## src/rtl/wpt_pkg.sv

```systemverilog
package wpt_pkg;
  localparam int REG_AW   = 5;
  localparam int REG_DW   = 32;
  localparam int CTRL_MSK_LSB = 16;
  localparam int CFG_ARM_BIT  = 4;

  localparam logic [REG_AW-1:0] OFS_ENABLE   = 5'h10;
  localparam logic [REG_AW-1:0] OFS_STATUS   = 5'h11;
  localparam logic [REG_AW-1:0] OFS_CAP_ADDR = 5'h12;
  localparam logic [REG_AW-1:0] OFS_CAP_CTRL = 5'h13;
  localparam logic [REG_AW-1:0] OFS_CAP_DATA = 5'h14;

  typedef enum logic [1:0] {
    SUB_ADDR_VAL = 2'd0,
    SUB_ADDR_MSK = 2'd1,
    SUB_CTRL     = 2'd2,
    SUB_CFG      = 2'd3
  } wp_sub_e;
endpackage

```

## src/rtl/wpt_channel.sv

```systemverilog
module wpt_channel
  import wpt_pkg::*;
#(
  parameter int AW    = 32,
  parameter int CW    = 8,
  parameter int CNT_W = 4
) (
  input  logic              clk_i,
  input  logic              rst_ni,
  input  logic              wr_en_i,
  input  logic [1:0]        wr_sub_i,
  input  logic [REG_DW-1:0] wr_data_i,
  input  logic [1:0]        rd_sub_i,
  output logic [REG_DW-1:0] rd_data_o,
  input  logic              enable_i,
  input  logic              bus_valid_i,
  input  logic [AW-1:0]     bus_addr_i,
  input  logic [CW-1:0]     bus_ctrl_i,
  output logic              expire_o
);
  logic [AW-1:0]    addr_val_q, addr_msk_q;
  logic [CW-1:0]    ctrl_val_q, ctrl_msk_q;
  logic [CNT_W-1:0] cnt_q;
  logic             armed_q;
  logic             hit, qualify, cfg_we;

  assign hit = bus_valid_i
             && (((bus_addr_i ^ addr_val_q) & addr_msk_q) == '0)
             && (((bus_ctrl_i ^ ctrl_val_q) & ctrl_msk_q) == '0);
  assign qualify  = hit && armed_q && enable_i;
  assign expire_o = qualify && (cnt_q == '0);
  assign cfg_we   = wr_en_i && (wr_sub_i == SUB_CFG);

  always_ff @(posedge clk_i or negedge rst_ni) begin
    if (!rst_ni) begin
      addr_val_q <= '0;
      addr_msk_q <= '0;
      ctrl_val_q <= '0;
      ctrl_msk_q <= '0;
    end else if (wr_en_i) begin
      case (wr_sub_i)
        SUB_ADDR_VAL: addr_val_q <= wr_data_i[AW-1:0];
        SUB_ADDR_MSK: addr_msk_q <= wr_data_i[AW-1:0];
        SUB_CTRL: begin
          ctrl_val_q <= wr_data_i[CW-1:0];
          ctrl_msk_q <= wr_data_i[CTRL_MSK_LSB +: CW];
        end
        default: ;
      endcase
    end
  end

  // config write wins over a same-cycle match
  always_ff @(posedge clk_i or negedge rst_ni) begin
    if (!rst_ni) begin
      cnt_q   <= '0;
      armed_q <= 1'b0;
    end else if (cfg_we) begin
      cnt_q   <= wr_data_i[CNT_W-1:0];
      armed_q <= wr_data_i[CFG_ARM_BIT];
    end else if (qualify) begin
      if (cnt_q == '0) armed_q <= 1'b0;
      else             cnt_q   <= cnt_q - CNT_W'(1);
    end
  end

  always_comb begin
    rd_data_o = '0;
    case (rd_sub_i)
      SUB_ADDR_VAL: rd_data_o[AW-1:0] = addr_val_q;
      SUB_ADDR_MSK: rd_data_o[AW-1:0] = addr_msk_q;
      SUB_CTRL: begin
        rd_data_o[CW-1:0]             = ctrl_val_q;
        rd_data_o[CTRL_MSK_LSB +: CW] = ctrl_msk_q;
      end
      default: begin
        rd_data_o[CNT_W-1:0]   = cnt_q;
        rd_data_o[CFG_ARM_BIT] = armed_q;
      end
    endcase
  end

  p_count_step_r2: assert property (@(posedge clk_i) disable iff (!rst_ni)
    qualify && (cnt_q != '0) && !cfg_we |=> cnt_q == $past(cnt_q) - CNT_W'(1));
  p_disarm_r5: assert property (@(posedge clk_i) disable iff (!rst_ni)
    expire_o && !cfg_we |=> !armed_q);
  p_disabled_idle_r8: assert property (@(posedge clk_i) disable iff (!rst_ni)
    !enable_i && !cfg_we |=> $stable(cnt_q) && $stable(armed_q));
  p_invalid_idle_r1: assert property (@(posedge clk_i) disable iff (!rst_ni)
    !bus_valid_i && !cfg_we |=> $stable(cnt_q) && $stable(armed_q));
endmodule

```

## src/rtl/wpt_report.sv

```systemverilog
module wpt_report
  import wpt_pkg::*;
#(
  parameter int NUM_WP = 2,
  parameter int AW     = 32,
  parameter int CW     = 8,
  parameter int DW     = 32,
  parameter int IDW    = 1
) (
  input  logic              clk_i,
  input  logic              rst_ni,
  input  logic [NUM_WP-1:0] expire_i,
  input  logic [AW-1:0]     bus_addr_i,
  input  logic [CW-1:0]     bus_ctrl_i,
  input  logic [DW-1:0]     bus_data_i,
  input  logic              clr_we_i,
  input  logic [NUM_WP-1:0] clr_mask_i,
  output logic              trig_o,
  output logic [NUM_WP-1:0] status_o,
  output logic [IDW-1:0]    rep_id_o,
  output logic [AW-1:0]     cap_addr_o,
  output logic [CW-1:0]     cap_ctrl_o,
  output logic [DW-1:0]     cap_data_o
);
  logic            any_exp;
  logic [IDW-1:0]  pick;
  logic [NUM_WP-1:0] clr;

  assign any_exp = |expire_i;
  assign clr     = clr_we_i ? clr_mask_i : '0;

  // lowest index wins
  always_comb begin
    pick = '0;
    for (int i = NUM_WP - 1; i >= 0; i--) begin
      if (expire_i[i]) pick = IDW'(i);
    end
  end

  always_ff @(posedge clk_i or negedge rst_ni) begin
    if (!rst_ni) begin
      trig_o     <= 1'b0;
      status_o   <= '0;
      rep_id_o   <= '0;
      cap_addr_o <= '0;
      cap_ctrl_o <= '0;
      cap_data_o <= '0;
    end else begin
      trig_o   <= any_exp;
      status_o <= (status_o & ~clr) | expire_i;
      if (any_exp) begin
        rep_id_o   <= pick;
        cap_addr_o <= bus_addr_i;
        cap_ctrl_o <= bus_ctrl_i;
        cap_data_o <= bus_data_i;
      end
    end
  end

  p_trig_fire_r3: assert property (@(posedge clk_i) disable iff (!rst_ni)
    any_exp |=> trig_o);
  p_trig_quiet_r3: assert property (@(posedge clk_i) disable iff (!rst_ni)
    !any_exp |=> !trig_o);
  p_cap_hold_r4: assert property (@(posedge clk_i) disable iff (!rst_ni)
    !any_exp |=> $stable(cap_addr_o) && $stable(cap_ctrl_o) && $stable(cap_data_o));
  p_status_set_r6: assert property (@(posedge clk_i) disable iff (!rst_ni)
    any_exp |=> (status_o & $past(expire_i)) == $past(expire_i));
  p_prio_r7: assert property (@(posedge clk_i) disable iff (!rst_ni)
    expire_i[0] |=> rep_id_o == '0);
endmodule

```

## src/rtl/wpt_trigger.sv

```systemverilog
module wpt_trigger
  import wpt_pkg::*;
#(
  parameter int NUM_WP = 2,
  parameter int AW     = 32,
  parameter int CW     = 8,
  parameter int DW     = 32,
  parameter int CNT_W  = 4
) (
  input  logic                clk_i,
  input  logic                rst_ni,
  input  logic                bus_valid_i,
  input  logic [AW-1:0]       bus_addr_i,
  input  logic [CW-1:0]       bus_ctrl_i,
  input  logic [DW-1:0]       bus_data_i,
  input  logic                reg_we_i,
  input  logic [REG_AW-1:0]   reg_addr_i,
  input  logic [REG_DW-1:0]   reg_wdata_i,
  output logic [REG_DW-1:0]   reg_rdata_o,
  output logic                trig_o
);
  localparam int IDW = (NUM_WP > 1) ? $clog2(NUM_WP) : 1;
  localparam int ID_LSB = 8;

  logic [NUM_WP-1:0] enable_q;
  logic [NUM_WP-1:0] expire;
  logic [NUM_WP-1:0] status;
  logic [IDW-1:0]    rep_id;
  logic [AW-1:0]     cap_addr;
  logic [CW-1:0]     cap_ctrl;
  logic [DW-1:0]     cap_data;
  logic [REG_DW-1:0] ch_rd [NUM_WP];
  logic              ch_space;

  assign ch_space = !reg_addr_i[REG_AW-1];

  always_ff @(posedge clk_i or negedge rst_ni) begin
    if (!rst_ni)                                enable_q <= '0;
    else if (reg_we_i && reg_addr_i == OFS_ENABLE) enable_q <= reg_wdata_i[NUM_WP-1:0];
  end

  for (genvar g = 0; g < NUM_WP; g++) begin : g_wp
    wpt_channel #(.AW(AW), .CW(CW), .CNT_W(CNT_W)) u_ch (
      .clk_i       (clk_i),
      .rst_ni      (rst_ni),
      .wr_en_i     (reg_we_i && ch_space && reg_addr_i[3:2] == 2'(g)),
      .wr_sub_i    (reg_addr_i[1:0]),
      .wr_data_i   (reg_wdata_i),
      .rd_sub_i    (reg_addr_i[1:0]),
      .rd_data_o   (ch_rd[g]),
      .enable_i    (enable_q[g]),
      .bus_valid_i (bus_valid_i),
      .bus_addr_i  (bus_addr_i),
      .bus_ctrl_i  (bus_ctrl_i),
      .expire_o    (expire[g])
    );
  end

  wpt_report #(.NUM_WP(NUM_WP), .AW(AW), .CW(CW), .DW(DW), .IDW(IDW)) u_rep (
    .clk_i      (clk_i),
    .rst_ni     (rst_ni),
    .expire_i   (expire),
    .bus_addr_i (bus_addr_i),
    .bus_ctrl_i (bus_ctrl_i),
    .bus_data_i (bus_data_i),
    .clr_we_i   (reg_we_i && reg_addr_i == OFS_STATUS),
    .clr_mask_i (reg_wdata_i[NUM_WP-1:0]),
    .trig_o     (trig_o),
    .status_o   (status),
    .rep_id_o   (rep_id),
    .cap_addr_o (cap_addr),
    .cap_ctrl_o (cap_ctrl),
    .cap_data_o (cap_data)
  );

  always_comb begin
    reg_rdata_o = '0;
    if (ch_space) begin
      for (int i = 0; i < NUM_WP; i++) begin
        if (reg_addr_i[3:2] == 2'(i)) reg_rdata_o = ch_rd[i];
      end
    end else begin
      case (reg_addr_i)
        OFS_ENABLE:   reg_rdata_o[NUM_WP-1:0] = enable_q;
        OFS_STATUS: begin
          reg_rdata_o[NUM_WP-1:0]     = status;
          reg_rdata_o[ID_LSB +: IDW]  = rep_id;
        end
        OFS_CAP_ADDR: reg_rdata_o[AW-1:0] = cap_addr;
        OFS_CAP_CTRL: reg_rdata_o[CW-1:0] = cap_ctrl;
        OFS_CAP_DATA: reg_rdata_o[DW-1:0] = cap_data;
        default: ;
      endcase
    end
  end

  p_trig_needs_status_r6: assert property (@(posedge clk_i) disable iff (!rst_ni)
    trig_o |-> status != '0);
endmodule

```

## config.mk

```make
export PLATFORM = sky130hd
export DESIGN_NAME = wpt_trigger
export DESIGN_NICKNAME = d
export VERILOG_FILES = /design/src/rtl/wpt_pkg.sv /design/src/rtl/wpt_channel.sv /design/src/rtl/wpt_report.sv /design/src/rtl/wpt_trigger.sv
export SDC_FILE = /design/constraint.sdc
export NUM_CORES = 1
export LEC_CHECK = 0
export CAP_MARGIN = 25
export CORE_MARGIN = 4
export CORE_UTILIZATION = 57
export CTS_CLUSTER_DIAMETER = 120
export CTS_CLUSTER_SIZE = 20
export DETAILED_ROUTE_END_ITERATION = 6
export GPL_TIMING_DRIVEN = 0
export PLACE_DENSITY = 0.85
export SYNTH_ARGS = -nofsm -noshare
export SYNTH_HDL_FRONTEND = slang
export SYNTH_HIERARCHICAL = 1
export SYNTH_SLANG_ARGS = --single-unit
```

## constraint.sdc

```tcl
create_clock -name clk_i -period 3.5 [get_ports clk_i]
set_clock_uncertainty 0.1 [all_clocks]
set_input_delay 0.525 -clock clk_i [delete_from_list [all_inputs] [get_ports clk_i]]
set_output_delay 0.525 -clock clk_i [all_outputs]
set_load 0.01 [all_outputs]
```

==> impl_metrics.prom <==
# TYPE chip_impl_metric gauge
chip_impl_info{name="status",value="finished, final reports clean"} 1
chip_impl_metric{name="drt-initial-drc-count",unit=""} 953
chip_impl_metric{name="synth_edf_count",unit=""} 0
chip_impl_metric{name="ioPinCount",unit=""} 146
chip_impl_metric{name="clk-insertion-delay-late",unit="ps"} 500
chip_impl_metric{name="initial_antenna_violation_count",unit=""} 0
chip_impl_metric{name="syn-instance-count",unit=""} 1028
chip_impl_metric{name="synth.distinct_cells",unit=""} 51
chip_impl_info{name="layout.cells.most_common",value="sky130_fd_sc_hd__dfrtp_1"} 1
chip_impl_metric{name="min_period",unit="ps"} 3440
chip_impl_metric{name="synthDominantCellAreaShare",unit="%"} 46.7
chip_impl_info{name="ys_top_cells_by_area",value="sky130_fd_sc_hd__dfrtp_1, sky130_fd_sc_hd__mux2_2, sky130_fd_sc_hd__mux2_4, sky130_fd_sc_hd__mux2i_1, sky130_fd_sc_hd__xor2_1"} 1
chip_impl_metric{name="placedCellCount",unit=""} 1486
chip_impl_metric{name="routabilityCongestion",unit=""} 0.963
chip_impl_metric{name="critical_path_required",unit="ps"} 2870
chip_impl_metric{name="relSlewSlack",unit="%"} 36.4
chip_impl_info{name="type_of_the_worst_setup_path",value="in2out"} 1
chip_impl_metric{name="die_x",unit="um"} 161
chip_impl_metric{name="cts.path.max_buffers",unit=""} 3
chip_impl_metric{name="num_antenna_cells",unit=""} 0
chip_impl_info{name="cp-startpoint",value="reg_addr_i[0]"} 1
chip_impl_metric{name="drt_drc_violations_left",unit=""} 0
chip_impl_info{name="largest_area_contributor_in_the_synthesized_netlist",value="sky130_fd_sc_hd__dfrtp_1"} 1
chip_impl_metric{name="cts.reportedPaths.clkPinSlew",unit="ps"} 90
chip_impl_metric{name="first_global_vias",unit=""} 9852
chip_impl_metric{name="leakagePower",unit="nW"} 7.32
chip_impl_metric{name="layout.core_utilization",unit="%"} 69.6
chip_impl_metric{name="fp-row-count",unit=""} 55
chip_impl_metric{name="final_layout_size_suffix_gt1_share",unit="%"} 29.9
chip_impl_info{name="cpMaxStageDelayCell",value="sky130_fd_sc_hd__clkdlybuf4s50_1"} 1
chip_impl_metric{name="portBuffers",unit=""} 143
chip_impl_info{name="crit_path_end_kind",value="primary output"} 1
chip_impl_metric{name="synthesis.nets",unit=""} 1143
chip_impl_info{name="most-common-layout-cells",value="sky130_fd_sc_hd__dfrtp_1, sky130_fd_sc_hd__mux2_2, sky130_fd_sc_hd__clkdlybuf4s50_1"} 1
chip_impl_metric{name="final_hold_viol_count",unit=""} 0
chip_impl_metric{name="stdcell_count",unit=""} 1508
chip_impl_metric{name="postRouteWirelength",unit="um"} 38900
chip_impl_metric{name="grt-ovfl-total",unit=""} 0
chip_impl_info{name="crit_path_cell_trace",value="buf_4 -> clkbuf_8 -> nor2b_1 -> clkbuf_2 -> nand2_1 -> o21ai_0 -> mux2_2 -> a32o_1 -> a221o_1 -> clkdlybuf4s50_1"} 1
chip_impl_metric{name="post_synth.cell_area_avg",unit="um2"} 12.9
chip_impl_metric{name="yosys_register_bits",unit=""} 248
chip_impl_metric{name="routed-via-count",unit=""} 9594
chip_impl_metric{name="final_net_count",unit=""} 1310
chip_impl_metric{name="critical_path.max_fanout",unit=""} 13
chip_impl_metric{name="wl_per_instance",unit="um"} 25.8
chip_impl_metric{name="critical_path.max_stage_delay",unit="ps"} 480
chip_impl_metric{name="hpwlAfterDp",unit="um"} 28100
chip_impl_info{name="min_path_type",value="reg2reg"} 1
chip_impl_metric{name="initial_utilization",unit="%"} 58.3
chip_impl_metric{name="total_power_after_layout",unit="W"} 0.00720
chip_impl_metric{name="timing.final.crit_share",unit="%"} 98.2
chip_impl_metric{name="fmax",unit="MHz"} 291
chip_impl_metric{name="pre_cts_slack",unit="ps"} -1720
chip_impl_info{name="synthFlopType",value="sky130_fd_sc_hd__dfrtp_1"} 1
chip_impl_metric{name="worst_pin_slew",unit="ps"} 954
chip_impl_metric{name="setup_viol",unit=""} 0
chip_impl_info{name="unrepaired_setup_endpoints_after_global_routing",value="no"} 1
chip_impl_metric{name="cp_data_arrival_time",unit="ps"} 2810
chip_impl_info{name="worstHoldStart",value="u_rep/rep_id_o$_DFFE_PN0P_"} 1
chip_impl_metric{name="global_route.usage.total",unit="%"} 29.6
chip_impl_metric{name="yosysWarningCount",unit=""} 6
chip_impl_metric{name="fill_cells",unit=""} 1645
chip_impl_info{name="critical_path.reg2reg.startpoint",value="g_wp[1].u_ch/addr_val_q[25]$_DFFE_PN0P_"} 1
chip_impl_metric{name="numCtsBuffers",unit=""} 16
chip_impl_metric{name="final_cell_area",unit="um2"} 15900
chip_impl_metric{name="detailed_place.area",unit="um2"} 15200
chip_impl_metric{name="grt_start_max_net_pins",unit=""} 126
chip_impl_metric{name="drt_pre_antenna_iters",unit=""} 5
chip_impl_metric{name="powerDensity",unit="nW/um2"} 454
chip_impl_metric{name="final-max-slew-violation-count",unit=""} 0
chip_impl_metric{name="post_drt_via_cell_ratio",unit=""} 6.36
chip_impl_info{name="cp_launch_type",value="input port"} 1
chip_impl_metric{name="maxCapViolCount",unit=""} 0
chip_impl_metric{name="synth_seq_area_share",unit="%"} 46.7
chip_impl_metric{name="grt_pass1_wl",unit="um"} 58800
chip_impl_metric{name="core_area",unit="um2"} 22800
chip_impl_metric{name="area_growth",unit="%"} 19.3
chip_impl_metric{name="postRouteAntennaNets",unit=""} 0
chip_impl_info{name="clock_tree.root_cell",value="sky130_fd_sc_hd__clkbuf_16"} 1
chip_impl_metric{name="asyncSetResetFlopFracSynth",unit="%"} 100
chip_impl_info{name="tritoncts",value="built"} 1
chip_impl_metric{name="floorplan.die.height",unit="um"} 161
chip_impl_metric{name="layout_setup_ws",unit="ps"} 64.4
chip_impl_metric{name="synthesis.area",unit="um2"} 13300
chip_impl_metric{name="design.die.area",unit="um2"} 25800
chip_impl_metric{name="cts.htree.levels",unit=""} 1
chip_impl_metric{name="maximum_vdd_ir_drop",unit="uV"} 240
chip_impl_metric{name="numClockSinks",unit=""} 248
[registers in the layout, indices dropped and copies added, names as in the netlist]
| name | cells |
|---|---|
| u_rep/cap_ctrl_o | 8 |
| g_wp.u_ch/addr_val_q | 64 |
| g_wp.u_ch/ctrl_val_q | 16 |
| u_rep/trig_o | 1 |
| g_wp.u_ch/armed_q | 2 |
| g_wp.u_ch/ctrl_msk_q | 16 |
| u_rep/status_o | 2 |
| g_wp.u_ch/addr_msk_q | 64 |
| u_rep/cap_data_o | 32 |
| enable_q | 2 |
| g_wp.u_ch/cnt_q | 8 |
| u_rep/cap_addr_o | 32 |
| u_rep/rep_id_o | 1 |
[synthesized netlist by cell type (all sizes together) (3+ instances only)]
cell	instances
and2	3
nor4b	3
nand2	32
and4	6
mux2i	78
a221o	29
mux2	246
inv	13
clkbuf	26
nor3	5
nor3b	3
o31ai	6
a32o	6
a31o	4
mux4	10
xor2	80
dfrtp	248
a31oi	8
a22oi	40
buf	33
nand3b	4
nor2	66
o21ai	22
nand4	8
a21oi	4
nand3	11
and3	13
[where the power goes]
part / internal, W / switching, W / leakage (nW)
sequential: 0.00326 / 0.000385 / 3.24
clock: 0.000875 / 0.000971 / 0.216
combinational: 0.000882 / 0.000824 / 3.86
total: 0.00502 / 0.00218 / 7.32
[routing by layer]
metal	GRT usage [%]	up-vias	share of wire, %
met5	0	-	0
met4	11.9	0	4.5
met3	7.36	123	10
met2	45.6	507	45
met1	40.4	4850	40
li1	-	4114	-
[layout make-up]
cell class | instances | area (um2) | area share, %
Multi-Input combinational cell | 708 | 6630 | 41.8
Sequential cell | 248 | 6210 | 39.1
Timing Repair Buffer | 149 | 1520 | 9.61
Buffer | 59 | 607 | 3.83
Clock buffer | 17 | 425 | 2.68
Tap cell | 313 | 392 | 2.47
Inverter | 13 | 48.8 | 0.308
Clock inverter | 1 | 16.3 | 0.103
[worst max-delay path: cells and delay by family]
| kind | cells | cell delay (ps) |
|---|---|---|
| AO/OA/AOI/OAI | 3 | 570 |
| buffers and inverters | 4 | 1090 |
| multiplexers | 1 | 330 |
| AND/OR/NAND/NOR | 2 | 280 |
[worst paths after layout]
path	to	slack, ps	cells past startpoint
max	reg_rdata_o[7]	60	10
min	u_rep/rep_id_o$_DFFE_PN0P_	400	2
max reg2reg	u_rep/cap_data_o[11]$_DFFE_PN0P_	310	9
min reg2reg	u_rep/rep_id_o$_DFFE_PN0P_	400	2
max in group asynchronous	u_rep/cap_addr_o[28]$_DFFE_PN0P_	1510	4
min in group asynchronous	u_rep/cap_data_o[4]$_DFFE_PN0P_	420	2
[stage by stage]
| stage | TNS (ps) | hold slack [ps] |
|---|---|---|
| CTS | 0 | 391 |
| finish | 0 | 401 |
| global placement | -2283250 | 366 |
| floorplan | 0 | 129 |
| detailed placement | -133860 | 348 |
| global route | 0 | 424 |
[timing repair]
item / 4_1_cts / 5_1_grt
endpoints found under the setup margin: 103 / 103
gates resized for setup: 77 / 22
hold buffers: 1 / 0
endpoints found under the hold margin: 48 / 0
buffers inserted: 0 / 3
[logic make-up (layout without fill, tap and decap cells)]
group	after synthesis	in the layout	share of synthesized area, %
mux	334	334	30.4
fa+ha+maj	2	2	0.188
buf+inv	72	239	3.72
compound gates	125	125	7.30
simple gates	167	167	6.45
xor+xnor	80	80	5.27
flops	248	248	46.7
Note: power is estimated with default switching activity, not from simulation.
